File: src/rtl/cxb_pkg.sv
package cxb_pkg;
   localparam logic [6:0] OPC_CUSTOM0 = 7'b0001011;

   typedef enum logic [1:0] {
      PATH_RD   = 2'd0,
      PATH_ACC  = 2'd1,
      PATH_BOTH = 2'd2,
      PATH_RSV  = 2'd3
   } path_e;

   typedef struct packed {
      logic [6:0] f7;
      logic [2:0] f3;
   } sel_t;
endpackage

File: src/rtl/cxb_decode.sv
module cxb_decode
   import cxb_pkg::*;
(
   input  logic       instr_valid,
   input  logic       busy,
   input  logic [6:0] opcode,
   input  logic [2:0] funct3,
   input  logic [6:0] funct7,
   output logic       claim,
   output logic       illegal,
   output logic       issue,
   output logic       mode_hs,
   output path_e      path,
   output sel_t       sel
);
   logic hit;

   always_comb begin
      hit     = instr_valid && !busy && (opcode == OPC_CUSTOM0);
      claim   = hit;
      illegal = hit && (funct3[1:0] == 2'd3);
      issue   = hit && (funct3[1:0] != 2'd3);
      mode_hs = funct7[0];
      path    = path_e'(funct3[1:0]);
      sel     = '{f7: funct7, f3: funct3};
   end

   logic unused_f3;
   assign unused_f3 = funct3[2];
endmodule

File: src/rtl/cxb_timer.sv
module cxb_timer #(
   parameter int DLY_W = 4,
   parameter int TMO   = 255
) (
   input  logic             clk,
   input  logic             rst,
   input  logic             issue,
   input  logic             busy,
   input  logic             mode_hs,
   input  logic             res_valid,
   input  logic             cfg_we,
   input  logic [DLY_W-1:0] cfg_delay,
   output logic             done,
   output logic             timed_out
);
   localparam int TW    = $clog2(TMO + 1);
   localparam int CNT_W = (TW > DLY_W) ? TW : DLY_W;

   logic [DLY_W-1:0] cfg_q, n_q;
   logic [CNT_W-1:0] cnt_q;
   logic             at_n, at_tmo;

   always_ff @(posedge clk) begin
      if (rst) begin
         cfg_q <= DLY_W'(1);
         n_q   <= DLY_W'(1);
         cnt_q <= '0;
      end else begin
         if (cfg_we)
            cfg_q <= cfg_delay;
         if (issue) begin
            n_q   <= (cfg_q == '0) ? DLY_W'(1) : cfg_q;
            cnt_q <= CNT_W'(1);
         end else if (busy && !done) begin
            cnt_q <= cnt_q + CNT_W'(1);
         end
      end
   end

   always_comb begin
      at_n      = (cnt_q == CNT_W'(n_q));
      at_tmo    = (cnt_q == CNT_W'(TMO));
      done      = busy && (mode_hs ? (res_valid || at_tmo) : at_n);
      timed_out = busy && mode_hs && !res_valid && at_tmo;
   end
endmodule

File: src/rtl/cxb_wb.sv
module cxb_wb
   import cxb_pkg::*;
#(
   parameter int XLEN = 32
) (
   input  logic            clk,
   input  logic            rst,
   input  logic            done,
   input  logic            timed_out,
   input  path_e           path,
   input  logic [XLEN-1:0] res_data,
   output logic            rd_we,
   output logic [XLEN-1:0] rd_data,
   output logic [XLEN-1:0] acc_q
);
   logic [XLEN-1:0] result;

   always_comb begin
      result  = timed_out ? '0 : res_data;
      rd_we   = done && (path != PATH_ACC);
      rd_data = result;
   end

   always_ff @(posedge clk) begin
      if (rst)
         acc_q <= '0;
      else if (done && (path != PATH_RD))
         acc_q <= result;
   end
endmodule

File: src/rtl/cxb_bridge.sv
module cxb_bridge
   import cxb_pkg::*;
#(
   parameter int XLEN  = 32,
   parameter int DLY_W = 4,
   parameter int TMO   = 255
) (
   input  logic             clk,
   input  logic             rst,
   input  logic             instr_valid,
   input  logic [31:0]      instr,
   input  logic [XLEN-1:0]  rs1_val,
   input  logic [XLEN-1:0]  rs2_val,
   input  logic             cfg_we,
   input  logic [DLY_W-1:0] cfg_delay,
   output logic             claim,
   output logic             illegal,
   output logic             stall,
   output logic             op_valid,
   output logic [XLEN-1:0]  op_a,
   output logic [XLEN-1:0]  op_b,
   output logic [9:0]       op_sel,
   input  logic             res_valid,
   input  logic [XLEN-1:0]  res_data,
   output logic             rd_we,
   output logic [XLEN-1:0]  rd_data,
   output logic [XLEN-1:0]  acc_out,
   output logic             timeout_flag
);
   if (XLEN < 8 || DLY_W < 1 || TMO < 2) begin : g_param_err
      $error("cxb_bridge: XLEN>=8, DLY_W>=1, TMO>=2 required");
   end

   logic  busy_q, hs_q, sticky_q;
   logic  issue, mode_hs, done, timed_out;
   path_e path_d, path_q;
   sel_t  sel_d, sel_q;
   logic [XLEN-1:0] a_q, b_q;

   cxb_decode i_dec (
      .instr_valid (instr_valid),
      .busy        (busy_q),
      .opcode      (instr[6:0]),
      .funct3      (instr[14:12]),
      .funct7      (instr[31:25]),
      .claim       (claim),
      .illegal     (illegal),
      .issue       (issue),
      .mode_hs     (mode_hs),
      .path        (path_d),
      .sel         (sel_d)
   );

   cxb_timer #(.DLY_W(DLY_W), .TMO(TMO)) i_tmr (
      .clk       (clk),
      .rst       (rst),
      .issue     (issue),
      .busy      (busy_q),
      .mode_hs   (hs_q),
      .res_valid (res_valid),
      .cfg_we    (cfg_we),
      .cfg_delay (cfg_delay),
      .done      (done),
      .timed_out (timed_out)
   );

   cxb_wb #(.XLEN(XLEN)) i_wb (
      .clk       (clk),
      .rst       (rst),
      .done      (done),
      .timed_out (timed_out),
      .path      (path_q),
      .res_data  (res_data),
      .rd_we     (rd_we),
      .rd_data   (rd_data),
      .acc_q     (acc_out)
   );

   always_ff @(posedge clk) begin
      if (rst) begin
         busy_q   <= 1'b0;
         hs_q     <= 1'b0;
         sticky_q <= 1'b0;
         path_q   <= PATH_RD;
         sel_q    <= '0;
         a_q      <= '0;
         b_q      <= '0;
      end else begin
         if (issue) begin
            busy_q <= 1'b1;
            hs_q   <= mode_hs;
            path_q <= path_d;
            sel_q  <= sel_d;
            a_q    <= rs1_val;
            b_q    <= rs2_val;
         end else if (done) begin
            busy_q <= 1'b0;
         end
         if (timed_out)
            sticky_q <= 1'b1;
      end
   end

   always_comb begin
      stall        = issue || (busy_q && !done);
      op_valid     = busy_q;
      op_a         = a_q;
      op_b         = b_q;
      op_sel       = sel_q;
      timeout_flag = sticky_q;
   end

   logic unused_fields;
   assign unused_fields = ^{instr[24:15], instr[11:7]};
endmodule

File: config.mk
export PLATFORM = sky130hd
export DESIGN_NAME = cxb_bridge
export DESIGN_NICKNAME = d
export VERILOG_FILES = /design/src/rtl/cxb_pkg.sv /design/src/rtl/cxb_decode.sv /design/src/rtl/cxb_timer.sv /design/src/rtl/cxb_wb.sv /design/src/rtl/cxb_bridge.sv
export SDC_FILE = /design/constraint.sdc
export NUM_CORES = 1
export LEC_CHECK = 0
export BUFFER_PORTS_ARGS = -buffer_cell sky130_fd_sc_hd__buf_2
export CORE_MARGIN = 5
export CORE_UTILIZATION = 30
export DETAILED_ROUTE_END_ITERATION = 6
export PLACE_DENSITY_LB_ADDON = 0.15
export SLEW_MARGIN = 10
export SYNTH_ARGS = -nofsm -noshare
export SYNTH_HDL_FRONTEND = slang
export SYNTH_HIERARCHICAL = 1
export SYNTH_SLANG_ARGS = --single-unit
File: constraint.sdc
create_clock -name clk -period 3.5 [get_ports clk]
set_clock_uncertainty 0.2 [all_clocks]
set_input_delay 0.525 -clock clk [delete_from_list [all_inputs] [get_ports clk]]
set_output_delay 0.525 -clock clk [all_outputs]
set_load 0.02 [all_outputs]
Yosys cells after proc, flatten, opt, wreduce, memory -nomap -nowiden. Cells that the tools add are included.

Add/subtract/negate cells: 1. Muxes and demuxes: 7. Reductions and logical operators: 21. Equal/unequal tests: 6.

Operators by type and width (count): $mux W32 (1); $logic_and A1 B1 Y1 (11); $add A8 B1 Y8 const B (1); $eq A8 B4 Y1 (1); $eq A8 B8 Y1 const B (1); $eq A7 B4 Y1 const B (1); $reduce_bool A2 Y1 (3); $mux W1 (5); $logic_not A4 Y1 (1); $mux W4 (1); $logic_not A1 Y1 (3); $eq A2 B2 Y1 const B (1); $logic_or A1 B1 Y1 (2); $ne A2 B1 Y1 const B (1); $ne A2 B2 Y1 const B (1); $reduce_or A2 Y1 (1).

Register bits: 127. Logic and storage cells: 48.

Logic depth before layout (Yosys ltp).
Depth after elaboration: 8. Mapped depth: 9. Mapped depth without buffers: 7.

By module. The synthesis kept the hierarchy.

By module, submodules not included: cxb_bridge (cells each 257, times used 1, area each 2795.2 sq um); cxb_wb (cells each 180, times used 1, area each 1776.7 sq um); cxb_timer (cells each 90, times used 1, area each 815.8 sq um); cxb_decode (cells each 20, times used 1, area each 165.2 sq um).

Worst setup path after synthesis. OpenSTA, ideal clock, no wires.

Path kind: register -> output. Start: register i_tmr.cnt_q[0]. End: output port rd_data[0]. Arrival: 2005 ps. Cell stages (with the launch flop): 7. Required time: 2775 ps. Path slack: 770 ps. Path buffers: 2. Path through: dfxtp_1 > ha_1 > nand4_1 > nor4_1 > clkbuf_2 > buf_2 > nor2b_1.

Longest elaborated chain between the ends: 3.

RTL lines: from (decl) (line cxb_timer.sv:20) `logic [CNT_W-1:0] cnt_q;`; from (signal assigned) (line cxb_timer.sv:35) `cnt_q <= cnt_q + CNT_W'(1);`; $eq A8 B8 Y1 (line cxb_timer.sv:42) `at_tmo = (cnt_q == CNT_W'(TMO));`; $logic_and A1 B1 Y1 (line cxb_timer.sv:44) `timed_out = busy && mode_hs && !res_valid && at_tmo;`; named net timed_out (line cxb_bridge.sv:35) `logic issue, mode_hs, done, timed_out;`; $mux W32 (line cxb_wb.sv:19) `result = timed_out ? '0 : res_data;`; to (decl) (line cxb_bridge.sv:26) `output logic [XLEN-1:0] rd_data,`.

The timed path passes the listed nets, and every way through them passes these cells.

Final worst setup path.
Start: register i_tmr.cnt_q[0]. End: output port rd_we.

Longest elaborated chain between the ends: 5.

RTL lines: $eq A8 B8 Y1 (line cxb_timer.sv:42); $logic_or A1 B1 Y1 (line cxb_timer.sv:43) `done = busy && (mode_hs ? (res_valid || at_tmo) : at_n);`; $mux W1 (*) (line cxb_timer.sv:43); $logic_and A1 B1 Y1 (*) (line cxb_timer.sv:43); named net done (line cxb_bridge.sv:35); $logic_and A1 B1 Y1 (*) (line cxb_wb.sv:20) `rd_we = done && (path != PATH_ACC);`; to (decl) (line cxb_bridge.sv:25) `output logic rd_we,`.

Mark *: on every way through the listed nets, which the timed path passes. The rest lies on a longest branch.

==> summary.md <==
| Metric | Value |
|---|---|
| Status | completed |
| Crit path DAT | 2.33 ns |
| Worst-Margin Slew | 0.7450 ns |
| Sequential cell area fraction in the yosys report | 45.79% |
| Yosys reg bits | 127 |
| Max-Cap Viols | 0 |
| Number of I/O port buffers | 265 |
| DIE AREA | 0.02133 mm2 |
| Hold Path Cell Cnt | 2 |
| Routing usage on met3 | 5.082% |
| Total CTS buffers | 17 |
| Largest net degree at the start of global routing | 84 |
| Critical path depth | 7 |
| Final hold vios | 0 |
| Crit share post-route | 87.26% |
| Final Slew Violations | 0 |
| Synth warn | 6 |
| Crit path max fanout | 5 |
| Synth cell types | 38 |
| DRT iter0 DRCs | 146 |
| Residual DRC | 0 |
| Global Route Usage Sum | 14.18% |
| Post-synth top area cell | dfxtp_1 |
| Total Power | 0.003332 W |
| Hold EP | i_tmr/cfg_q[0] |
| Critical R2R Capture | i_wb/acc_q[1] |
| Die Y | 146.1 um |
| Maximum vdd ir drop | 0.3405 mV |
| Slowest Stage Delay on Critical Path | 0.40 ns |
| Ports | 281 |
| Share of layout cells above drive strength 1 | 39.47% |
| Mean Syn Cell Area | 10.15 um2 |
| Vias | 4556 |
| DP Area | 0.006905 mm2 |
| CP top delay family | compound AO/OA/AOI/OAI gates |
| Clock buffer depth | 2 |
| Dominant cells by area after synthesis | dfxtp_1 46%, mux2i_1 21%, nor2_1 5.9% |
| Max-slew headroom | 50.34% |
| WL per Instance | 14.86 um |
| First drt pass iteration count | 4 |
| Global-route wire length before repair | 24.35 mm |
| Main synth FF type | dfxtp_1 |
| M2 GR Usage | 24.49% |
| Slack of the worst reg-to-reg path | 0.68 ns |
| Die span in x | 146.1 um |
| Synth Instances | 547 |
| WP data required | 2.77 ns |
| Layout Nets | 923 |
| Pre-CTS WS | 0.6118 ns |
| Hold bufs inserted after CTS | 0 |
| Slowest cell on crit path | dfxtp_1 |
| Fill count | 1784 |
| Final Instance Area | 0.007467 mm2 |
| Post-synth top cells | 127 x dfxtp_1, 117 x mux2i_1, 88 x nor2_1 |
| Area Overhead vs Synth | 34.47% |
| Syn_nets | 685 |
| Row count | 49 |
| Number of synthesized flops with an enable pin | 0 |
| Cell Chain, Critical Path | ha_1 -> nand4_1 -> o21ai_2 -> a21oi_1 -> nor2_1 -> a21boi_0 -> buf_2 |
| Dpl hpwl | 11.35 mm |
| Vias in the first global route | 4658 |
| Worst-path clk slew | 0.05 ns |
| PnR worst setup slack | 0.4459 ns |
| Fin cells | 1029 |
| WS Path Type | register to output port |
| Placed Cells | 995 |
| Setup bufs post-CTS | 0 |
| PD cells | 446.2 mW/mm2 |
| Core box area | 0.01809 mm2 |
| Routed Antenna Nets | 0 |
| Routability congestion estimate | 0.7584 |
| Clock latency on the worst-skew pair | 0.42 ns |
| Initial Util | 30.70% |
| GR peak layer | met2 |
| Most frequent cell after synthesis | dfxtp_1 |
| Fraction of registers with async set/reset | 0% |
| Post-cts gate resize count | 0 |
| Worst Path Buf+Inv | 1 |
| Element type at the critical path end | output port |
| Hold Path Class | input pin to register |
| Setup TNS Final | 0 ns |
| CTS sink cnt | 127 |
| Antenna violations before repair | 4 |
| Post-Syn Area | 0.005553 mm2 |
| RSZ-0062 raised after global routing | no |
| Hold Path Origin | cfg_delay[0] |
| Fmax | 327.4 MHz |
| CTS tree | built |
| Grt ovf | 0 |
| Final setup fails | 0 |
| P_leak | 3.316 nW |
| Post-layout min period | 3.054 ns |
| Grt met1 use | 15.22% |
| Worst Reg-to-Reg Cells | 8 |
| Launching point of the worst reg2reg path | i_tmr/cnt_q[0] |
| Startpoint types | register |
| Root Buffer | clkbuf_16 |
| H-tree levels | 4 |
| Vias per inst | 4.428 |
| DRT Wirelength | 15.30 mm |
| Yosys top cell area share | 45.79% |
==> placed cells by master, fill, tap and decap left out, types with 3 or more instances in the layout <==
cell,synthesis,layout
clkbuf_16,0,17
inv_1,5,5
buf_4,23,5
clkinv_2,0,7
dfxtp_1,127,127
nor4_2,2,3
xnor2_1,3,3
nand4_1,4,4
nor3_1,9,9
buf_2,8,264
nand3_1,3,3
mux2i_1,117,117
nor2b_1,31,31
a21oi_1,5,5
nand2_1,9,9
nor2_1,88,88
clkbuf_1,12,3
nand2b_1,34,34
buf_12,0,3
or3b_1,32,32
==> where the power goes <==
| group | leakage [nW] | switching, W | internal [W] | total, W |
|---|---|---|---|---|
| Combinational | 2.02 | 0.000103 | 0.000101 | 0.000203 |
| Sequential | 1.02 | 0.00000316 | 0.00145 | 0.00145 |
| Clock | 0.277 | 0.000636 | 0.00104 | 0.00167 |
| Total | 3.32 | 0.000742 | 0.00259 | 0.00333 |
==> worst register-to-register path, cell delays in order (launching register included) <==
cell and delay (ns):
dfxtp_1 0.40, ha_1 0.27, nand4_1 0.18, o21ai_2 0.31
a21oi_1 0.07, nor2_1 0.24, o21a_2 0.54, buf_4 0.32
mux2i_1 0.22
==> sequential cells by signal, summed over array words and instances (netlist names) <==
name / count
i_wb/acc_q: 32
i_tmr/cfg_q: 4
op_b: 32
op_valid: 1
hs_q: 1
op_a: 32
path_q: 2
op_sel: 10
timeout_flag: 1
i_tmr/cnt_q: 8
i_tmr/n_q: 4
==> logic make-up after synthesis <==
family | after synthesis | share of synthesized area (%)
xor+xnor | 7 | 1.375
compound gates | 14 | 1.938
flops | 127 | 45.79
buf+inv | 58 | 6.985
mux | 117 | 21.09
fa+ha+maj | 1 | 0.2253
simple gates | 223 | 22.60
==> metal layers <==
layer | vias up | wire [um]
met5 | - | 27
met4 | 4 | 500
met3 | 36 | 974
met2 | 131 | 7871
met1 | 2080 | 5921
li1 | 2305 | -
==> area by class of cell <==
cell class                 count  area [um2]  area share [%]
antenna                        2       5.005         0.06702
clock buffer                  20       436.7           5.848
clock inverter                12       120.1           1.609
inverter                       5       18.77          0.2513
multi-input combinational    362        2639           35.34
sequential                   127        2542           34.05
tap                          229       286.5           3.837
timing repair buffer         272        1419           19.00
==> per-stage QoR <==
step	hold slack [ns]	util (%)
finish	0.1244	41.29
global route	0.1146	41.29
CTS	0.09900	41.26
detailed placement	0.2594	38.18
global placement	0.2553	38.18
floorplan	0.2524	-
==> worst max path at each step <==
stage | start | endpoint | slack [ns]
2_1_floorplan | i_tmr/cnt_q[0] | rd_data[0] | 0.77
3_3_place_gp | instr[5] | op_a[23] | 0.65
3_5_place_dp | instr[5] | op_a[16] | 0.61
4_1_cts | i_tmr/cnt_q[0] | rd_we | 0.42
5_1_grt | i_tmr/cnt_q[0] | rd_we | 0.25
6_report | i_tmr/cnt_q[0] | rd_we | 0.45
Power figures use the tool's default switching activity.
